==> config.mk <==
export PLATFORM = sky130hd
export DESIGN_NAME = banked_clk_sel
export DESIGN_NICKNAME = d
export VERILOG_FILES = /design/src/rtl/bclk_pkg.sv /design/src/rtl/bclk_divider.sv /design/src/rtl/bclk_bank_map.sv /design/src/rtl/bclk_settle.sv /design/src/rtl/banked_clk_sel.sv
export SDC_FILE = /design/constraint.sdc
export NUM_CORES = 1
export LEC_CHECK = 0
export ABC_CLOCK_PERIOD_IN_PS = 1600
export CORE_ASPECT_RATIO = 1.4
export CORE_MARGIN = 3
export CORE_UTILIZATION = 39
export DETAILED_ROUTE_END_ITERATION = 10
export GPL_ROUTABILITY_DRIVEN = 0
export PLACE_DENSITY_LB_ADDON = 0.05
export SLEW_MARGIN = 20
export SYNTH_ARGS = -nofsm -noshare
export SYNTH_HDL_FRONTEND = slang
export SYNTH_SLANG_ARGS = --single-unit
==> constraint.sdc <==
create_clock -name clk_src -period 1.6 [get_ports clk_src]
set_clock_uncertainty 0.2 [all_clocks]
set_input_delay 0.24 -clock clk_src [delete_from_list [all_inputs] [get_ports clk_src]]
set_output_delay 0.24 -clock clk_src [all_outputs]
set_load 0.01 [all_outputs]
==> src/rtl/bclk_pkg.sv <==
package bclk_pkg;
  localparam int NUM_BANKS = 4;
  localparam int BANK_WIDTH = 3;
  localparam logic [1:0] SEL_RESET = 2'b10;

  // number of low-index banks that carry the quarter-rate clock
  function automatic int unsigned slow_bank_count(input logic [1:0] code);
    case (code)
      2'b10:   return 0;
      2'b11:   return 1;
      2'b00:   return 2;
      default: return 3;
    endcase
  endfunction
endpackage

==> src/rtl/bclk_divider.sv <==
module bclk_divider (
  input  logic clk,
  input  logic rst_n,
  input  logic clr,
  output logic div2,
  output logic div4,
  output logic wrap
);
  logic [1:0] phase_q;

  always_ff @(posedge clk) begin
    if (!rst_n || clr) phase_q <= 2'b00;
    else               phase_q <= phase_q + 2'b01;
  end

  // inverted counter bits: both rise on the 3 -> 0 wrap
  assign div2 = ~phase_q[0];
  assign div4 = ~phase_q[1];
  assign wrap = (phase_q == 2'b11);

  p_common_rise_r1: assert property (@(posedge clk) disable iff (!rst_n)
    ($rose(div4) && !$past(clr)) |-> $rose(div2))
    else $error("quarter-rate rise without half-rate rise");
endmodule

==> src/rtl/bclk_bank_map.sv <==
module bclk_bank_map
  import bclk_pkg::*;
#(
  parameter int NB = NUM_BANKS
) (
  input  logic          clk,
  input  logic          rst_n,
  input  logic          wrap,
  input  logic [1:0]    sel,
  output logic [NB-1:0] slow_mask,
  output logic          sel_event
);
  logic [1:0] sel_q;

  always_ff @(posedge clk) begin
    if (!rst_n)    sel_q <= SEL_RESET;
    else if (wrap) sel_q <= sel;
  end

  assign sel_event = wrap && (sel != sel_q);

  for (genvar b = 0; b < NB; b++) begin : g_mask
    assign slow_mask[b] = (b < slow_bank_count(sel_q)) && (b != NB-1);
  end

  p_sel_at_wrap_r8: assert property (@(posedge clk) disable iff (!rst_n)
    !$stable(sel_q) |-> $past(wrap))
    else $error("select applied away from period end");
endmodule

==> src/rtl/bclk_settle.sv <==
module bclk_settle #(
  parameter int SETTLE = 64
) (
  input  logic clk,
  input  logic rst_n,
  input  logic event_in,
  output logic settled
);
  localparam int CW = $clog2(SETTLE + 1);
  localparam logic [CW-1:0] LAST = CW'(SETTLE - 1);

  logic [CW-1:0] cnt_q;
  logic          ok_q;

  always_ff @(posedge clk) begin
    if (!rst_n || event_in) begin
      cnt_q <= '0;
      ok_q  <= 1'b0;
    end else if (!ok_q) begin
      if (cnt_q == LAST) ok_q  <= 1'b1;
      else               cnt_q <= cnt_q + 1'b1;
    end
  end

  assign settled = ok_q;

  p_restart_r9: assert property (@(posedge clk) disable iff (!rst_n)
    event_in |=> (!settled && cnt_q == '0))
    else $error("settle window did not restart");
endmodule

==> src/rtl/banked_clk_sel.sv <==
module banked_clk_sel
  import bclk_pkg::*;
#(
  parameter int NB     = NUM_BANKS,
  parameter int BW     = BANK_WIDTH,
  parameter int SETTLE = 64
) (
  input  logic             clk_src,
  input  logic             rst_n,
  input  logic [1:0]       sel,
  input  logic             oe_n,
  input  logic             test_bypass,
  input  logic             div_clr,
  output logic [NB*BW-1:0] clk_out,
  output logic             out_drv,
  output logic             settle_ok
);
  localparam int NOUT = NB * BW;

  logic          div2, div4, wrap;
  logic [NB-1:0] slow_mask;
  logic          sel_event, reenable_event, unbypass_event, settle_event;
  logic          oe_n_q, test_q;
  logic [NOUT-1:0] bank_clk;

  bclk_divider u_div (
    .clk(clk_src), .rst_n(rst_n), .clr(div_clr),
    .div2(div2), .div4(div4), .wrap(wrap)
  );

  bclk_bank_map #(.NB(NB)) u_map (
    .clk(clk_src), .rst_n(rst_n), .wrap(wrap), .sel(sel),
    .slow_mask(slow_mask), .sel_event(sel_event)
  );

  always_ff @(posedge clk_src) begin
    if (!rst_n) begin
      oe_n_q <= 1'b0;
      test_q <= 1'b0;
    end else begin
      oe_n_q <= oe_n;
      test_q <= test_bypass;
    end
  end

  assign reenable_event = oe_n_q && !oe_n;
  assign unbypass_event = test_q && !test_bypass;
  assign settle_event   = sel_event || reenable_event || unbypass_event;

  bclk_settle #(.SETTLE(SETTLE)) u_settle (
    .clk(clk_src), .rst_n(rst_n), .event_in(settle_event), .settled(settle_ok)
  );

  for (genvar b = 0; b < NB; b++) begin : g_bank
    assign bank_clk[b*BW +: BW] = {BW{slow_mask[b] ? div4 : div2}};
  end

  assign out_drv = !oe_n;
  assign clk_out = oe_n        ? '0 :
                   test_bypass ? {NOUT{clk_src}} : bank_clk;

  p_hiz_r5: assert property (@(posedge clk_src) disable iff (!rst_n)
    oe_n |-> (!out_drv && clk_out == '0))
    else $error("outputs driven while disabled");

  p_top_bank_toggles_r3: assert property (@(posedge clk_src) disable iff (!rst_n)
    (!oe_n && !test_bypass && $past(rst_n && !oe_n && !test_bypass && !div_clr))
    |-> (clk_out[NOUT-1] != $past(clk_out[NOUT-1])))
    else $error("top bank not at half rate");
endmodule

* After elaboration in Yosys (flattened, before gate mapping) *
Index checks and enable logic that the tools add are counted.

storage, ports and cells
  bits in registers = 14
  output and inout bits = 14
  word-level logic and storage cells = 40

operators by class
  $add $sub $neg = 2
  order comparisons = 3
  equality and inequality tests = 5
  muxes and demuxes = 8
  bitwise logic cells = 4
  reduce and logical (&&, ||, !) cells = 12

operators by type and width
  operator                                                                      count
  12-bit 2-to-1 mux                                                             2
  7-bit by 1-bit adder with 7-bit output (second input constant)                1
  7-bit by 6-bit equality test with 1-bit output (second input constant)        1
  2-bit equality test (second input constant)                                   3
  2-bit case mux with 3 select lines                                            1
  1-bit 2-to-1 mux                                                              5
  1-bit logical OR                                                              4
  1-bit by 2-bit less-than comparator with 1-bit output (first input constant)  2
  1-bit NOT                                                                     4
  1-bit logical AND                                                             3
  1-bit zero test                                                               3
  2-bit by 1-bit adder with 2-bit output (second input constant)                1
  2-bit zero test                                                               1
  2-bit less-than comparator (first input constant)                             1
  2-bit != test                                                                 1
  2-bit AND reduction                                                           1

* Logic depth before layout (Yosys ltp) *
Gate-level depths: netlist of the first run.

  depth in word-level cells = 6
  depth in mapped cells = 4

* Hierarchy *
From an unflattened synthesis of the first run, not the netlist that was laid out.

unflattened totals
  cells, all modules = 85
  area, all modules = 784.5 µm²

modules (own cells, without submodules)
  module          times used  cells an instance  area an instance (µm²)  sequential area each (µm²)
  bclk_settle     1           40                 371.6                   160.2
  banked_clk_sel  1           24                 207.7                   40.0
  bclk_bank_map   1           14                 123.9                   40.0
  bclk_divider    1           7                  81.3                    40.0

==> results of run 1 <==
==> worst max-delay path by stage <==
stage,endpoint,depth (start not counted),startpoint
floorplan,clk_out[10],3,clk_src
global placement,clk_out[10],5,test_bypass
detailed placement,clk_out[10],5,test_bypass
CTS,clk_out[9],6,clk_src
global route,clk_out[10],6,clk_src
finish,clk_out[10],6,clk_src
==> layout make-up <==
type	instances	area share
clock buffers	35	0.277
inverters	3	0.00834
multi-input cells	50	0.357
flip-flops and latches	14	0.209
well taps	20	0.0185
repair buffers	20	0.130
==> kinds of logic after synthesis <==
kind of cell | after synthesis | share of synthesized area
DFF | 14 | 0.368
AOI/OAI and AO/OA | 14 | 0.171
buffers and inverters | 11 | 0.0936
and+or+nand+nor | 25 | 0.222
xor gates and xnor gates | 3 | 0.0345
muxes | 6 | 0.0788
adders and majority gates | 2 | 0.0328
==> power groups by stage <==
stage | Combinational [mW] | Sequential (mW) | Clock [mW]
finish | 0.0933 | 0.369 | 1.00
global route | 0.102 | 0.371 | 1.05
CTS | 0.0859 | 0.367 | 0.940
detailed placement | 0.0814 | 0.376 | 0.277
global placement | 0.0797 | 0.375 | 0.277
floorplan | 0.0351 | 0.376 | 0.244
==> timing repair <==
item / 4_1_cts / 5_1_grt
endpoints found under the hold margin: 0 / 1
gates resized for setup: 81 / 19
hold buffers: 0 / 1
setup buffers: 2 / 1
pin swaps: 1 / 2
endpoints found under the setup margin: 14 / 18
==> per-layer routing <==
layer  vias up  part of all wire  track usage
met2        39              0.53        0.279
met4         0             0.078        0.302
met1       351              0.31        0.153
met3        21             0.076        0.144
li1        351                 -            -
met5         -                 0            0
==> worst max-delay path, delay by kind of cell <==
| family | cells | cell delay (ns) |
|---|---|---|
| AO/OA/AOI/OAI | 2 | 0.35 |
| buffers and inverters | 4 | 0.47 |
==> registers in the layout, indices dropped and copies added, names as in the netlist <==
| name | count |
|---|---|
| u_settle.cnt_q | 7 |
| u_div.phase_q | 2 |
| u_map.sel_q | 2 |
| oe_n_q | 1 |
| test_q | 1 |
| u_settle.settled | 1 |
==> through the flow <==
stage          hold slack [ns]  utilization  area, sq um
2_1_floorplan            0.102            -          807
3_3_place_gp             0.333        0.569         1020
3_5_place_dp             0.339        0.569         1020
4_1_cts                  0.215        0.715         1290
5_1_grt                  0.227        0.749         1350
6_report                 0.214        0.749         1350
==> layout by cell type (no fill, tap or decap), types with 3 or more instances in the layout <==
cell / n
a211oi_2: 3
and2_1: 3
and3_1: 3
buf_4: 14
buf_6: 12
buf_8: 9
clkbuf_2: 4
clkbuf_4: 4
clkdlybuf4s50_1: 5
dfxtp_1: 12
mux2i_1: 5
nor2_1: 6
o21a_4: 4
==> run_results.csv, run 1 <==
group,metric,value,unit
outcome,outcome,"finished with violations",
outcome,violations,"setup timing",
clock_tree,cts_tree,"yes",
finish,n_fill_cell,133,
sta,grt_setup_unrepaired,"true",
synthesis,syn_inst,75,
setup_path,slowest_stage,"o21a_4",
job,timing.max_cap.violations,0,
synthesis,yosys-top-cells-count,"14 x dfxtp_1, 8 x buf_4, 6 x mux2i_1, 6 x nor2_1, 4 x o21a_1",
sta,layout_setup_ws,-0.457,ns
setup_path,critical_path_class,"clock port to output port",
sta,worst_pin_slew,0.240,ns
worst_hold_path,hold_end,"u_div.phase_q[0]$_SDFF_PP0_",
die,dieArea,0.00253,sq mm
setup_path,r2r-start,"u_map.sel_q[0]$_SDFFE_PN0P_",
finish,antenna_cells,0,
setup_path,ff2ff_path_depth,5,
die,fp.dieW,43.4,microns
routing,drt-initial-drc-count,12,
setup_path,r2r_slack,0.09,ns
setup_path,critPathRequiredTime,1.16,ns
synthesis,synth_nets,84,
worst_hold_path,min_from,"div_clr",
sta,final_hold_viol_count,0,
sta,finalMaxSlewViolations,0,
routing,viasPerCell,5.37,
placement,dp.final_hpwl,1.15,mm
synthesis,yosys.area.top_type,"dfxtp_1",
sta,finalSetupTns,-5.23,ns
synthesis,yosysMostFrequentCell,"dfxtp_1",
synthesis,avgSynthCellArea,10.2,sq um
routing,post_drt_wl_per_cell,16.1,microns
die,dieHeight,58.3,microns
grt,grt_util_all_layers,0.205,
placement,post-place-ws,-0.479,ns
grt,grt_pass1_vias,873,
routing,wirelength,2.29,mm
power,p_clk_frac,0.685,
power,seqPwrFrac,0.252,
setup_path,cp.arrival,1.62,ns
synthesis,ys_seq_elements,14,
power,powerDensity,1080,mW/mm^2
setup_path,cpPeakStageDelay,0.21,ns
power,switching_share,0.289,
die,rows,18,
synthesis,yosysUniqueCellTypes,30,
routing,drc,0,
setup_path,worstSetupEndpointType,"output port",
power,switchingPower,0.423,mW
die,start_util,0.423,
placement,dp_cells,118,
sta,finalSetupViolCount,12,
synthesis,synth_ff_type,"dfxtp_1",
grt,overflow,0,
synthesis,syn_area,762,sq um
finish,drive_gt1_frac,0.557,
power,p_leak,0.613,nW
routing,ant_nets,0,
grt,antenna_found_initial,0,
routing,num_vias,762,
sta,slew_headroom,0.835,
worst_hold_path,whs_path_depth,2,
routing,drtPass1Iterations,4,
clock_tree,insertion_delay,0.40,ns
finish,multiInputGateArea,482,sq um
synthesis,synth_edf_count,0,
synthesis,synth_area_leaders,"dfxtp_1 37%, mux2i_1 7.9%, buf_4 7.9%",
synthesis,synth_top_area_share,0.368,
finish,regArea,283,sq um
clock_tree,clkTransAtPathRegs,0.08,ns
die,pin_count,21,
setup_path,startpoint_type,"clock port",
finish,nets,128,
synthesis,async_flop_share,0,
synthesis,yosysWarnings,0,
setup_path,critPathMaxFanout,2,
grt,grt_max_degree,9,
power,finalPower,1.46,mW
finish,area_growth_syn_to_layout,77.2,%
worst_hold_path,hp-class,"input port to flop",
power,power_frac_comb,0.064,
power,p_int,1.04,mW
setup_path,cpMostUsedCell,"buf_8",
grt,grt_pass1_wl,3.51,mm
power,irDropWorstVdd,1.02,mV
setup_path,worstReg2RegEnd,"u_settle.cnt_q[3]$_SDFFE_PP0P_",
synthesis,yosysSeqAreaShare,0.368,
die,fp.coreArea,0.00180,sq mm
setup_path,path_cells,"buf_8, o21a_4, buf_8, a21boi_4, clkbuf_8, buf_6",
placement,port_buffers,20,
finish,instances_no_fill,142,
Power figures use the tool's default switching activity.
==> run 2, diff against run 1 <==
- CAP_MARGIN: not set -> 40
- CTS_CLUSTER_SIZE: not set -> 30
- RECOVER_POWER: not set -> 100
==> run 2 against run 1 <==
Effect of this change: the flow still finishes with violations (setup timing); combinational power decreased by 6.1%; setup slack improved by 0.00067 ns; critical endpoint is now clk_out[9]; first-iteration DRC count increased by 42%; critical path depth unchanged; flip-flop and latch count unchanged.
==> run_results.csv, run 2 (synthesis gave the netlist of run 1 again) <==
group,metric,value,unit
placement,port_buffers,20,
clock_tree,clkTransAtPathRegs,0.08,ns
setup_path,cpMostUsedCell,"buf_8",
finish,layout_common_cells,"12 x dfxtp_1, 12 x buf_6, 11 x buf_4",
setup_path,critPathTopFamily,"buffers and inverters",
sta,layout_setup_ws,-0.456,ns
setup_path,critical_path_class,"clock port to output port",
grt,grt_max_degree,9,
finish,stdcell_area,0.00132,sq mm
finish,antenna_cells,0,
worst_hold_path,hp-class,"input port to flop",
clock_tree,insertion_delay,0.40,ns
power,p_clk_frac,0.687,
grt,grt_util_all_layers,0.205,
finish,nets,128,
outcome,outcome,"finished with violations",
finish,instances_no_fill,142,
sta,grt_setup_unrepaired,"true",
die,fp.dieW,43.4,microns
die,rows,18,
setup_path,cpPeakStageDelay,0.21,ns
job,timing.max_cap.violations,0,
setup_path,startpoint_type,"clock port",
sta,finalSetupViolCount,13,
sta,worst_pin_slew,0.237,ns
die,start_util,0.423,
die,fp.coreArea,0.00180,sq mm
power,switching_share,0.289,
power,power_frac_comb,0.060,
setup_path,worstSetupEndpointType,"output port",
die,pin_count,21,
finish,largest_reg_flops,7,
power,p_leak,0.590,nW
power,seqPwrFrac,0.253,
die,dieHeight,58.3,microns
placement,post-place-ws,-0.479,ns
routing,wirelength,2.29,mm
finish,area_growth_syn_to_layout,73.7,%
power,p_int,1.04,mW
placement,placed_area,0.00102,sq mm
finish,largest-register,"u_settle.cnt_q",
routing,post_drt_wl_per_cell,16.1,microns
finish,finish.utilization,0.735,
die,dieArea,0.00253,sq mm
power,switchingPower,0.421,mW
sta,finalMaxSlewViolations,0,
power,powerDensity,1100,mW/mm^2
placement,dp.final_hpwl,1.15,mm
clock_tree,cts_tree,"yes",
placement,dp_cells,118,
setup_path,cp.arrival,1.62,ns
setup_path,cp_num_buf_inv,4,
power,irDropWorstVdd,1.03,mV
grt,overflow,0,
grt,grt_pass1_wl,3.51,mm
outcome,violations,"setup timing",
grt,antenna_found_initial,0,
setup_path,critPathMaxFanout,2,
setup_path,critPathRequiredTime,1.16,ns
routing,viasPerCell,5.27,
sta,slew_headroom,0.837,
routing,drtPass1Iterations,4,
routing,num_vias,748,
setup_path,path_cells,"buf_8, o21a_4, buf_8, a21boi_4, clkbuf_8, buf_6",
setup_path,slowest_stage,"o21a_4",
routing,drc,0,
sta,finalSetupTns,-5.23,ns
sta,final_hold_viol_count,0,
finish,largest_registers,"u_settle.cnt_q (7), u_div.phase_q (2), u_map.sel_q (2)",
routing,ant_nets,0,
finish,drive_gt1_frac,0.516,
grt,grt_pass1_vias,873,
routing,drt-initial-drc-count,17,
==> run 2: what timing repair did <==
item,4_1_cts,5_1_grt
gates resized for setup,81,19
hold buffers,0,1
setup buffers,2,1
pin swaps,1,2
endpoints found under the hold margin,0,1
setup endpoints to repair,14,18
==> run 2: path summary, 6_finish.rpt <==
| path | startpoint | slack, ns | cells past startpoint | endpoint |
|---|---|---|---|---|
| hold / removal | div_clr | 0.22 | 2 | u_div.phase_q[0]$_SDFF_PP0_ |
| hold reg to reg | u_settle.cnt_q[5]$_SDFFE_PP0P_ | 0.35 | 2 | u_settle.cnt_q[5]$_SDFFE_PP0P_ |
| setup / recovery | clk_src | -0.46 | 6 | clk_out[9] |
| setup reg to reg | u_map.sel_q[0]$_SDFFE_PN0P_ | 0 | 5 | u_settle.cnt_q[3]$_SDFFE_PP0P_ |
==> run 2: area by class of cell <==
class / count / area, sq um
clock buffer: 35 / 374
fill: 143 / 478
inverter: 3 / 11.3
multi-input combinational: 50 / 470
sequential: 14 / 283
tap: 20 / 25.0
timing repair buffer: 20 / 160
==> run 2: power by group through the flow <==
stage	Combinational (mW)	Sequential, mW	Clock, mW
floorplan	0.0351	0.376	0.244
global route	0.0966	0.371	1.05
CTS	0.0859	0.367	0.940
finish	0.0876	0.369	1.00
detailed placement	0.0814	0.376	0.277
global placement	0.0797	0.375	0.277
==> run 2: metrics by stage <==
stage | hold WS, ns | total power [mW]
2_1_floorplan | 0.102 | 0.655
3_3_place_gp | 0.333 | 0.732
3_5_place_dp | 0.339 | 0.734
4_1_cts | 0.215 | 1.39
5_1_grt | 0.230 | 1.52
6_report | 0.216 | 1.46
==> run 2: per-layer routing <==
metal | routed length (microns) | track usage | vias to the layer above
li1 | - | - | 348
met1 | 724 | 0.153 | 336
met2 | 1190 | 0.279 | 41
met3 | 181 | 0.144 | 23
met4 | 192 | 0.302 | 0
met5 | 0 | 0 | -
